==> config.mk <==
export PLATFORM = sky130hd
export DESIGN_NAME = feed_ctrl
export DESIGN_NICKNAME = d
export VERILOG_FILES = /design/src/rtl/feed_pkg.sv /design/src/rtl/feed_fifo.sv /design/src/rtl/feed_chan.sv /design/src/rtl/feed_irq.sv /design/src/rtl/feed_ctrl.sv
export SDC_FILE = /design/constraint.sdc
export NUM_CORES = 1
export LEC_CHECK = 0
export BUFFER_PORTS_ARGS = -buffer_cell sky130_fd_sc_hd__buf_2
export CORE_ASPECT_RATIO = 0.8
export CORE_MARGIN = 1.5
export CORE_UTILIZATION = 50
export CTS_CLUSTER_DIAMETER = 60
export DETAILED_ROUTE_END_ITERATION = 8
export GPL_ROUTABILITY_DRIVEN = 0
export PLACE_DENSITY = 0.68
export SKIP_LAST_GASP = 1
export SLEW_MARGIN = 5
export SYNTH_ARGS = -nofsm -noshare
export SYNTH_HDL_FRONTEND = slang
export SYNTH_HIERARCHICAL = 1
export SYNTH_SLANG_ARGS = --single-unit
==> constraint.sdc <==
create_clock -name clk_i -period 5.6 [get_ports clk_i]
set_clock_uncertainty 0.15 [all_clocks]
set_input_delay 1.12 -clock clk_i [delete_from_list [all_inputs] [get_ports clk_i]]
set_output_delay 1.12 -clock clk_i [all_outputs]
set_load 0.01 [all_outputs]
==> src/rtl/feed_pkg.sv <==
package feed_pkg;
  localparam logic [7:0] OFF_STAT     = 8'h00;
  localparam logic [7:0] OFF_IEN_SET  = 8'h04;
  localparam logic [7:0] OFF_IEN_CLR  = 8'h08;
  localparam logic [7:0] OFF_PEND     = 8'h0C;
  localparam logic [7:0] OFF_FSTAT    = 8'h10;
  localparam logic [7:0] OFF_FCTL     = 8'h14;
  localparam logic [7:0] OFF_CH_BASE  = 8'h20;
  localparam logic [7:0] OFF_CH_STEP  = 8'h10;
  localparam logic [7:0] OFF_START    = 8'h00;
  localparam logic [7:0] OFF_LEN      = 8'h04;
  localparam logic [7:0] OFF_CTRL     = 8'h08;
  localparam int         NUM_IRQ      = 4;

  function automatic logic [7:0] chan_reg(input int c, input logic [7:0] off);
    return OFF_CH_BASE + 8'(c) * OFF_CH_STEP + off;
  endfunction

  function automatic logic [31:0] swap_if(input logic [31:0] w, input logic en);
    return en ? {w[7:0], w[15:8], w[23:16], w[31:24]} : w;
  endfunction
endpackage

==> src/rtl/feed_fifo.sv <==
module feed_fifo #(
  parameter int W     = 32,
  parameter int DEPTH = 8
) (
  input  logic         clk_i,
  input  logic         rst_ni,
  input  logic         flush_i,
  input  logic         push_i,
  input  logic [W-1:0] wdata_i,
  input  logic         pop_i,
  output logic [W-1:0] rdata_o,
  output logic         full_o,
  output logic         empty_o
);
  localparam int AW = $clog2(DEPTH);

  logic [W-1:0] mem_q [DEPTH];
  logic [AW-1:0] wp_q, rp_q;
  logic [AW:0]   cnt_q;
  logic do_push, do_pop;

  assign full_o  = (cnt_q == (AW+1)'(DEPTH));
  assign empty_o = (cnt_q == '0);
  assign do_push = push_i && !full_o;
  assign do_pop  = pop_i && !empty_o;
  assign rdata_o = mem_q[rp_q];

  always_ff @(posedge clk_i or negedge rst_ni) begin
    if (!rst_ni) begin
      wp_q  <= '0;
      rp_q  <= '0;
      cnt_q <= '0;
    end else if (flush_i) begin
      wp_q  <= '0;
      rp_q  <= '0;
      cnt_q <= '0;
    end else begin
      if (do_push) wp_q <= wp_q + 1'b1;
      if (do_pop)  rp_q <= rp_q + 1'b1;
      cnt_q <= cnt_q + (AW+1)'(do_push) - (AW+1)'(do_pop);
    end
  end

  always_ff @(posedge clk_i) begin
    if (do_push && !flush_i) mem_q[wp_q] <= wdata_i;
  end
endmodule

==> src/rtl/feed_chan.sv <==
module feed_chan #(
  parameter bit IS_RX  = 1'b1,
  parameter int ADDR_W = 32,
  parameter int CW     = 14
) (
  input  logic              clk_i,
  input  logic              rst_ni,
  input  logic              start_i,
  input  logic [ADDR_W-1:0] base_i,
  input  logic [CW-1:0]     words_i,
  input  logic              room_i,
  input  logic              gnt_i,
  input  logic              ack_i,
  output logic              req_o,
  output logic [ADDR_W-1:0] addr_o,
  output logic              busy_o,
  output logic              done_o
);
  logic [ADDR_W-1:0] addr_q;
  logic [CW-1:0]     issue_q, left_q;
  logic              pend;

  // receive side keeps one read in flight so a returning word always fits
  if (IS_RX) begin : g_rx
    logic pend_q;
    always_ff @(posedge clk_i or negedge rst_ni) begin
      if (!rst_ni)             pend_q <= 1'b0;
      else if (req_o && gnt_i) pend_q <= 1'b1;
      else if (ack_i)          pend_q <= 1'b0;
    end
    assign pend = pend_q;
  end else begin : g_tx
    assign pend = 1'b0;
  end

  assign req_o  = (issue_q != '0) && room_i && !pend;
  assign addr_o = addr_q;
  assign busy_o = (left_q != '0);
  assign done_o = ack_i && (left_q == CW'(1));

  always_ff @(posedge clk_i or negedge rst_ni) begin
    if (!rst_ni) begin
      addr_q  <= '0;
      issue_q <= '0;
      left_q  <= '0;
    end else if (start_i) begin
      addr_q  <= base_i;
      issue_q <= words_i;
      left_q  <= words_i;
    end else begin
      if (req_o && gnt_i) begin
        addr_q  <= addr_q + ADDR_W'(4);
        issue_q <= issue_q - 1'b1;
      end
      if (ack_i && busy_o) left_q <= left_q - 1'b1;
    end
  end
endmodule

==> src/rtl/feed_irq.sv <==
module feed_irq #(
  parameter int N = 4
) (
  input  logic         clk_i,
  input  logic         rst_ni,
  input  logic         set_we_i,
  input  logic         clr_we_i,
  input  logic         ack_we_i,
  input  logic [N-1:0] bits_i,
  input  logic [N-1:0] ev_i,
  output logic [N-1:0] stat_o,
  output logic [N-1:0] en_o,
  output logic         irq_o
);
  always_ff @(posedge clk_i or negedge rst_ni) begin
    if (!rst_ni) begin
      stat_o <= '0;
      en_o   <= '0;
    end else begin
      // a new event wins over an acknowledge in the same cycle
      stat_o <= (stat_o & ~(ack_we_i ? bits_i : '0)) | ev_i;
      if (set_we_i)      en_o <= en_o | bits_i;
      else if (clr_we_i) en_o <= en_o & ~bits_i;
    end
  end

  assign irq_o = |(stat_o & en_o);
endmodule

==> src/rtl/feed_ctrl.sv <==
module feed_ctrl
  import feed_pkg::*;
#(
  parameter int ADDR_W     = 32,
  parameter int LEN_W      = 16,
  parameter int FIFO_DEPTH = 8
) (
  input  logic              clk_i,
  input  logic              rst_ni,
  input  logic              reg_en_i,
  input  logic              reg_we_i,
  input  logic [7:0]        reg_addr_i,
  input  logic [31:0]       reg_wdata_i,
  output logic [31:0]       reg_rdata_o,
  output logic              irq_o,
  output logic              mem_req_o,
  output logic              mem_we_o,
  output logic [ADDR_W-1:0] mem_addr_o,
  output logic [31:0]       mem_wdata_o,
  input  logic              mem_gnt_i,
  input  logic              mem_rvalid_i,
  input  logic [31:0]       mem_rdata_i,
  output logic              eng_in_valid_o,
  output logic [31:0]       eng_in_data_o,
  input  logic              eng_in_ready_i,
  input  logic              eng_out_valid_i,
  input  logic [31:0]       eng_out_data_i,
  output logic              eng_out_ready_o,
  output logic [1:0]        hash_sel_o,
  output logic              alt_path_o
);
  localparam int CW  = LEN_W - 2;
  localparam int NCH = 2;  // 0 receive, 1 transmit

  logic wr;
  logic [NCH-1:0][ADDR_W-1:0] start_q, caddr;
  logic [NCH-1:0][LEN_W-1:0]  len_q;
  logic [NCH-1:0][CW-1:0]     words;
  logic [NCH-1:0] swap_q, busy, done, req, gnt, ack, room, flush, len_hit, go;
  logic [2:0] fctl_q;
  logic [NUM_IRQ-1:0] stat, ien;
  logic rx_full, rx_empty, tx_full, tx_empty;
  logic [31:0] tx_head;
  logic sel_tx, locked_q, owner_q;

  assign wr = reg_en_i && reg_we_i;

  always_comb begin
    for (int c = 0; c < NCH; c++) begin
      len_hit[c] = wr && (reg_addr_i == chan_reg(c, OFF_LEN));
      words[c]   = {reg_wdata_i[LEN_W-1:4], 2'b00};
      go[c]      = len_hit[c] && !busy[c] && (words[c] != '0);
      flush[c]   = wr && (reg_addr_i == chan_reg(c, OFF_CTRL)) && reg_wdata_i[0];
    end
  end

  always_ff @(posedge clk_i or negedge rst_ni) begin
    if (!rst_ni) begin
      start_q <= '0;
      len_q   <= '0;
      swap_q  <= '0;
      fctl_q  <= '0;
    end else if (wr) begin
      for (int c = 0; c < NCH; c++) begin
        if (reg_addr_i == chan_reg(c, OFF_START)) start_q[c] <= reg_wdata_i[ADDR_W-1:0];
        if (len_hit[c] && !busy[c])               len_q[c]   <= reg_wdata_i[LEN_W-1:0];
        if (reg_addr_i == chan_reg(c, OFF_CTRL))  swap_q[c]  <= reg_wdata_i[1];
      end
      if (reg_addr_i == OFF_FCTL) fctl_q <= reg_wdata_i[2:0];
    end
  end

  for (genvar c = 0; c < NCH; c++) begin : g_ch
    feed_chan #(
      .IS_RX (c == 0),
      .ADDR_W(ADDR_W),
      .CW    (CW)
    ) u_chan (
      .clk_i  (clk_i),
      .rst_ni (rst_ni),
      .start_i(go[c]),
      .base_i ({start_q[c][ADDR_W-1:2], 2'b00}),
      .words_i(words[c]),
      .room_i (room[c]),
      .gnt_i  (gnt[c]),
      .ack_i  (ack[c]),
      .req_o  (req[c]),
      .addr_o (caddr[c]),
      .busy_o (busy[c]),
      .done_o (done[c])
    );
  end

  feed_fifo #(.W(32), .DEPTH(FIFO_DEPTH)) u_rx_fifo (
    .clk_i  (clk_i),
    .rst_ni (rst_ni),
    .flush_i(flush[0]),
    .push_i (mem_rvalid_i),
    .wdata_i(swap_if(mem_rdata_i, swap_q[0])),
    .pop_i  (eng_in_ready_i),
    .rdata_o(eng_in_data_o),
    .full_o (rx_full),
    .empty_o(rx_empty)
  );

  feed_fifo #(.W(32), .DEPTH(FIFO_DEPTH)) u_tx_fifo (
    .clk_i  (clk_i),
    .rst_ni (rst_ni),
    .flush_i(flush[1]),
    .push_i (eng_out_valid_i),
    .wdata_i(eng_out_data_i),
    .pop_i  (gnt[1]),
    .rdata_o(tx_head),
    .full_o (tx_full),
    .empty_o(tx_empty)
  );

  assign eng_in_valid_o  = !rx_empty;
  assign eng_out_ready_o = !tx_full;
  assign room            = {!tx_empty, !rx_full};

  // shared memory port: transmit first, owner held until granted
  assign sel_tx      = locked_q ? owner_q : req[1];
  assign mem_req_o   = sel_tx ? req[1] : req[0];
  assign mem_we_o    = sel_tx;
  assign mem_addr_o  = sel_tx ? caddr[1] : caddr[0];
  assign mem_wdata_o = swap_if(tx_head, swap_q[1]);
  assign gnt[1]      = mem_gnt_i && sel_tx && req[1];
  assign gnt[0]      = mem_gnt_i && !sel_tx && req[0];
  assign ack         = {gnt[1], mem_rvalid_i};

  always_ff @(posedge clk_i or negedge rst_ni) begin
    if (!rst_ni) begin
      locked_q <= 1'b0;
      owner_q  <= 1'b0;
    end else begin
      locked_q <= mem_req_o && !mem_gnt_i;
      owner_q  <= sel_tx;
    end
  end

  feed_irq #(.N(NUM_IRQ)) u_irq (
    .clk_i   (clk_i),
    .rst_ni  (rst_ni),
    .set_we_i(wr && reg_addr_i == OFF_IEN_SET),
    .clr_we_i(wr && reg_addr_i == OFF_IEN_CLR),
    .ack_we_i(wr && reg_addr_i == OFF_PEND),
    .bits_i  (reg_wdata_i[NUM_IRQ-1:0]),
    .ev_i    ({done[0], done[1], 2'b00}),
    .stat_o  (stat),
    .en_o    (ien),
    .irq_o   (irq_o)
  );

  assign hash_sel_o = fctl_q[1:0];
  assign alt_path_o = fctl_q[2];

  always_comb begin
    reg_rdata_o = '0;
    unique case (reg_addr_i)
      OFF_STAT:                 reg_rdata_o = 32'(stat);
      OFF_IEN_SET, OFF_IEN_CLR: reg_rdata_o = 32'(ien);
      OFF_PEND:                 reg_rdata_o = 32'(stat & ien);
      OFF_FSTAT:                reg_rdata_o = {24'd0, rx_full, rx_empty, tx_full, tx_empty, 4'b0101};
      OFF_FCTL:                 reg_rdata_o = 32'(fctl_q);
      chan_reg(0, OFF_START):   reg_rdata_o = 32'(start_q[0]);
      chan_reg(0, OFF_LEN):     reg_rdata_o = 32'(len_q[0]);
      chan_reg(0, OFF_CTRL):    reg_rdata_o = {30'd0, swap_q[0], 1'b0};
      chan_reg(1, OFF_START):   reg_rdata_o = 32'(start_q[1]);
      chan_reg(1, OFF_LEN):     reg_rdata_o = 32'(len_q[1]);
      chan_reg(1, OFF_CTRL):    reg_rdata_o = {30'd0, swap_q[1], 1'b0};
      default:                  reg_rdata_o = '0;
    endcase
  end
endmodule

# Word-level counts from Yosys, hierarchy flattened

Memory sizes are Yosys's and may differ from the RTL's.
Index checks and enable logic that the tools add are counted.

$add $sub $neg: 14
Eq/ne operators: 15
Muxes and demuxes: 37
Bitwise operators: 8
Reduce and logical (&&, ||, !) cells: 72

Operators with widths:

| kind                    | number |
|---|---|
| $pmux W32 S11           | 1 |
| $mux W32                | 7 |
| $mux W14                | 8 |
| $add A32 B3 Y32 const B | 2 |
| $reduce_bool A14 Y1     | 4 |
| $sub A14 B1 Y14 const B | 4 |
| $eq A8 B6 Y1 const B    | 6 |
| $logic_and A1 B1 Y1     | 34 |
| $eq A14 B1 Y1 const B   | 2 |
| $mux W3                 | 8 |
| $mux W4                 | 5 |
| $reduce_bool A2 Y1      | 10 |
| $and A4 B4 Y4           | 4 |
| $eq A8 B4 Y1 const B    | 2 |
| $eq A8 B5 Y1 const B    | 2 |
| $reduce_and A2 Y1       | 7 |
| $add A3 B1 Y3 const B   | 4 |
| $reduce_bool A12 Y1     | 1 |
| $logic_not A1 Y1        | 11 |
| $add A4 B1 Y4           | 2 |
| $eq A4 B4 Y1 const B    | 2 |
| $eq A8 B3 Y1 const B    | 1 |
| $logic_not A4 Y1        | 2 |
| $logic_not A8 Y1        | 1 |
| other kinds (6)         | 16 |

Register bits: 252
Memory bits (writable): 512
Bits of input ports: 112
Logic and storage cells: 172
Memories kept: 2

Memories:

| memory          | words | width | rd ports | clocked after memory_dff | wr ports | RTL line        | RTL |
|---|---|---|---|---|---|---|---|
| u_rx_fifo.mem_q | 8     | 32    | 1        | 0                        | 1        | feed_fifo.sv:17 | `logic [W-1:0] mem_q [DEPTH];` |
| u_tx_fifo.mem_q | 8     | 32    | 1        | 0                        | 1        | feed_fifo.sv:17 |  |

# Longest topological paths before layout

Depth in word-level cells: 10
Gate-level depth with buffers: 14

# Cells and area by module

The synthesis kept the hierarchy.

By module, submodules not included:

| module                     | times used | cells each | area an instance (µm²) | sequential area each (µm²) |
|---|---|---|---|---|
| feed_fifo                  | 2          | 444        | 10390.0                | 7937.6 |
| feed_ctrl                  | 1          | 512        | 6279.8                 | 2577.5 |
| feed_chan (g_ch[1].u_chan) | 1          | 460        | 3910.0                 | 1501.4 |
| feed_chan (g_ch[0].u_chan) | 1          | 373        | 3611.0                 | 1526.5 |
| feed_irq                   | 1          | 27         | 314.1                  | 200.2 |

# Worst setup path before layout

OpenSTA, ideal clock, no wires.

Path type: in2reg
Start: input port reg_addr_i[3]
End: memory u_rx_fifo.mem_q[0][0] (enable)
Arrival: 4.607 ns
Required time: 4.989 ns
Setup slack: 0.382 ns
Stages: 8
Path buffers: 1
Cell sequence: buf_6 -> inv_1 -> nor2_1 -> and3_1 -> nand2_1 -> nor2_1 -> or4_1 -> nor3_1

Cells in the longest elaborated chain, start to end: 7

RTL lines:

| what                              | RTL line        | RTL |
|---|---|---|
| from (decl)                       | feed_ctrl.sv:12 | `input logic [7:0] reg_addr_i,` |
| $eq A8 B6 Y1                      | feed_ctrl.sv:53 | `flush[c] = wr && (reg_addr_i == chan_reg(c, OFF_CTRL)) && reg_wdata_i[0];` |
| $logic_and A1 B1 Y1 (2 in series) | feed_ctrl.sv:53 |  |
| via flush[0]                      | feed_ctrl.sv:39 | `logic [NCH-1:0] swap_q, busy, done, req, gnt, ack, room, flush, len_hit, go;` |
| $logic_not A1 Y1                  | feed_fifo.sv:45 | `if (do_push && !flush_i) mem_q[wp_q] <= wdata_i;` |
| $logic_and A1 B1 Y1               | feed_fifo.sv:45 |  |
| $mux W1                           | feed_fifo.sv:45 |  |
| $mux W1 (not written as such)     | feed_fifo.sv:45 |  |
| to (decl)                         | feed_fifo.sv:17 |  |

The timed path passes the listed nets, and every way through them passes these cells.

# Final worst setup path

Start: register g_ch[1].u_chan.issue_q[0]
End: output port mem_addr_o[14]

Cells in the longest elaborated chain, start to end: 4

RTL lines:

| what                   | RTL line         | RTL |
|---|---|---|
| from (decl)            | feed_chan.sv:20  | `logic [CW-1:0] issue_q, left_q;` |
| from (signal assigned) | feed_chan.sv:48  | `issue_q <= words_i;` |
| from (signal assigned) | feed_chan.sv:53  | `issue_q <= issue_q - 1'b1;` |
| $reduce_bool A14 Y1    | feed_chan.sv:36  | `assign req_o = (issue_q != '0) && room_i && !pend;` |
| $logic_and A1 B1 Y1    | feed_chan.sv:36  |  |
| via req[1]             | feed_ctrl.sv:39  |  |
| $mux W1                | feed_ctrl.sv:123 | `assign sel_tx = locked_q ? owner_q : req[1];` |
| $mux W32               | feed_ctrl.sv:126 | `assign mem_addr_o = sel_tx ? caddr[1] : caddr[0];` |
| to (decl)              | feed_ctrl.sv:18  | `output logic [ADDR_W-1:0] mem_addr_o,` |

The timed path passes the listed nets, and every way through them passes these cells.

==> impl_metrics.yaml <==
synth:
  seq_area_frac_synth_pct: 62.1
  postSynthCellCount: 2260
  syn_area_per_cell_um2: 15.4
  ys_ff_latch: 764
  synth_top_area_cell: "edfxtp_1"
  yosysTopAreaCellShare_pct: 44.1
  synth-async-reset-ratio_pct: 33.0
  synthTopCellsByArea: "edfxtp_1 44%, dfrtp_1 18%, mux2_2 9.2%"
  synth-main-ff-cell: "edfxtp_1"
  synth_edf_count: 512
  ys_types: 93
  syn_area_um2: 34900
  yosys_warnings: 6
critical_path:
  worstPathArrival_ps: 3700
  crit_type: "flop to output port"
  crit_required_ps: 4330
  path_max_fanout: 30
  endpoint_kind: "output port"
  worstSetupStartpointType: "flop"
clocking:
  cts_hold_buf: 0
  cts_tree: "built"
  postCtsSetupBuffers: 0
  cts_resized: 0
  cts_made_buffers: 78
  root_buffer: "clkbuf_16"
  clockBufferDepth: 3
  clkTransAtPathRegs_ps: 60
  cts_sinks: 764
  htree_levels: 3
  clk_latency_ps: 630
global_routing:
  grt_usage_pct: 23.9
  antenna_found_initial: 13
  grt_overflow: 0
  grt_max_degree: 117
  grt_pass1_wl_um: 131000
  grt_pass1_vias: 21721
timing:
  drv_slew: 0
  hold_ws_ps: 353
  relSlewSlack_pct: 15.9
  setup_viol: 0
  fin_ws_ps: 630
  min_period_over_period_pct: 88.8
  rsz0062_at_grt: "false"
  post-route-min-period_ps: 4970
  tightest_slew_ps: 1260
  tns_ps: 0
  finalHoldViolCount: 0
  fmax_ghz: 0.201
final_layout:
  fill_cells: 5374
  area_growth_pct: 13.6
  fin_nets: 2655
  drive_gt1_share_pct: 32.5
  layout.cells.non_filler: 3507
detailed_routing:
  wl_per_cell_um: 24.2
  vias_per_cell: 6.18
  drc: 0
  dr.pass1.iters: 6
  drtIter0Drc: 1756
  via_count: 21660
  wirelength_um: 84900
  ant_nets: 0
floorplan:
  coreArea_um2: 69000
  die_height_um: 239
  ios: 248
  die_area_um2: 71400
  rows: 86
  die_w_um: 298
  initial_utilization_pct: 50.6
power:
  p_per_area_nw_per_um2: 445
  p_leak_uw: 0.0149
  vdd_ir_drop_max_mv: 0.345
  finalPower_uw: 17600
placed_design:
  dp.cells: 3361
  io_buffers: 247
  post-place-ws_ps: 973
  dp_hpwl_um: 54800
hold_path:
  hp-class: "flop to flop"
run:
  drv_cap: 0
status:
  status: "finished, final reports clean"
sequential cells by signal, indices dropped and copies added (netlist names), 4 cells and up, named ones only:
signal,flops
start_q,64
g_ch.u_chan/left_q,28
u_irq/stat_o,4
u_tx_fifo/cnt_q,4
len_q,32
g_ch.u_chan/issue_q,28
u_rx_fifo/cnt_q,4
u_rx_fifo/mem_q,256
g_ch.u_chan/addr_o,64
u_tx_fifo/mem_q,256
kinds of logic (layout without fill, tap and decap cells):
| kind of cell | Yosys count | in the layout | synth area share [%] |
|---|---|---|---|
| buffers and inverters | 170 | 480 | 2.67 |
| and+or+nand+nor | 543 | 543 | 9.08 |
| adders and majority gates | 26 | 26 | 0.975 |
| AOI/OAI and AO/OA | 277 | 277 | 5.44 |
| other | 1 | 14 | 0.0107 |
| muxes | 428 | 428 | 18.4 |
| xor gates and xnor gates | 51 | 51 | 1.28 |
| DFF | 764 | 764 | 62.1 |
Yosys cell counts (all sizes together), types with 24 or more instances:
cell,number
mux2,290
o21ai,74
ha,24
inv,47
nand2,96
edfxtp,512
clkbuf,67
a22o,28
dfrtp,252
nor4,45
xnor2,31
or4,36
nand3,55
a21oi,28
mux4,128
nor3,43
buf,56
nand4,38
nor2,84
a31oi,37
layer usage:
metal	up-vias	GRT usage (%)	routed length (µm)
met5	-	0	117
met1	11145	34.0	36700
li1	9496	-	-
met2	825	37.2	39500
met3	178	5.65	6400
met4	16	6.51	2170
through the flow:
stage | instance area (µm²) | util, %
after detailed placement | 37100 | 53.8
after CTS | 39600 | 57.5
final | 39700 | 57.5
after global placement | 37100 | 53.8
after floorplan | 34900 | -
after global routing | 39600 | 57.5
power breakdown:
group / internal [µW] / leakage (µW) / switching [µW]
clock network: 3020 / 0.00124 / 2180
logic: 2420 / 0.00568 / 2380
registers: 6860 / 0.00795 / 783
total: 12300 / 0.0149 / 5340
critical path: stages (launching register included):
cell and delay, ps:
dfrtp_1 410, inv_1 80, ha_1 180, nor4b_1 530
nand4_1 160, buf_4 260, and2_1 240, mux2i_4 240
buf_4 400, mux2_2 390, buf_2 140
area by class of cell:
class / instances / area, µm² / share of cell area, %
repair buffers: 290 / 1610 / 4.05
multi-input cells: 1336 / 12500 / 31.4
inverters: 47 / 176 / 0.445
clock inverters: 47 / 489 / 1.23
clock buffers: 96 / 2070 / 5.22
flip-flops and latches: 764 / 21700 / 54.7
diodes: 3 / 7.51 / 0.0189
well taps: 924 / 1160 / 2.92
worst paths after layout:
| check | from | end | slack [ps] | cells after the start |
|---|---|---|---|---|
| worst min register to register | start_q[32] | start_q[32] | 350 | 1 |
| worst max-delay path | g_ch[1].u_chan/issue_q[0] | mem_addr_o[14] | 630 | 10 |
| max in group asynchronous | rst_ni | u_tx_fifo/rp_q[1] | 3690 | 2 |
| worst min-delay path | start_q[32] | start_q[32] | 350 | 1 |
| worst max register to register | g_ch[1].u_chan/issue_q[0] | g_ch[0].u_chan/addr_o[26] | 1360 | 13 |
| min in group asynchronous | rst_ni | start_q[25] | 370 | 1 |
cells in the final DEF, fill, tap and decap left out, types with 42 or more instances in the layout:
| master | count |
|---|---|
| edfxtp_1 | 512 |
| mux2_2 | 285 |
| dfrtp_1 | 246 |
| buf_2 | 246 |
| nand2_1 | 94 |
| mux4_2 | 82 |
| clkbuf_16 | 79 |
| o21ai_0 | 74 |
| nor2_1 | 66 |
| nand3_1 | 52 |
| inv_1 | 46 |
| mux4_1 | 46 |
| nor4_1 | 42 |
No activity file was read; power rests on OpenSTA's default activity.
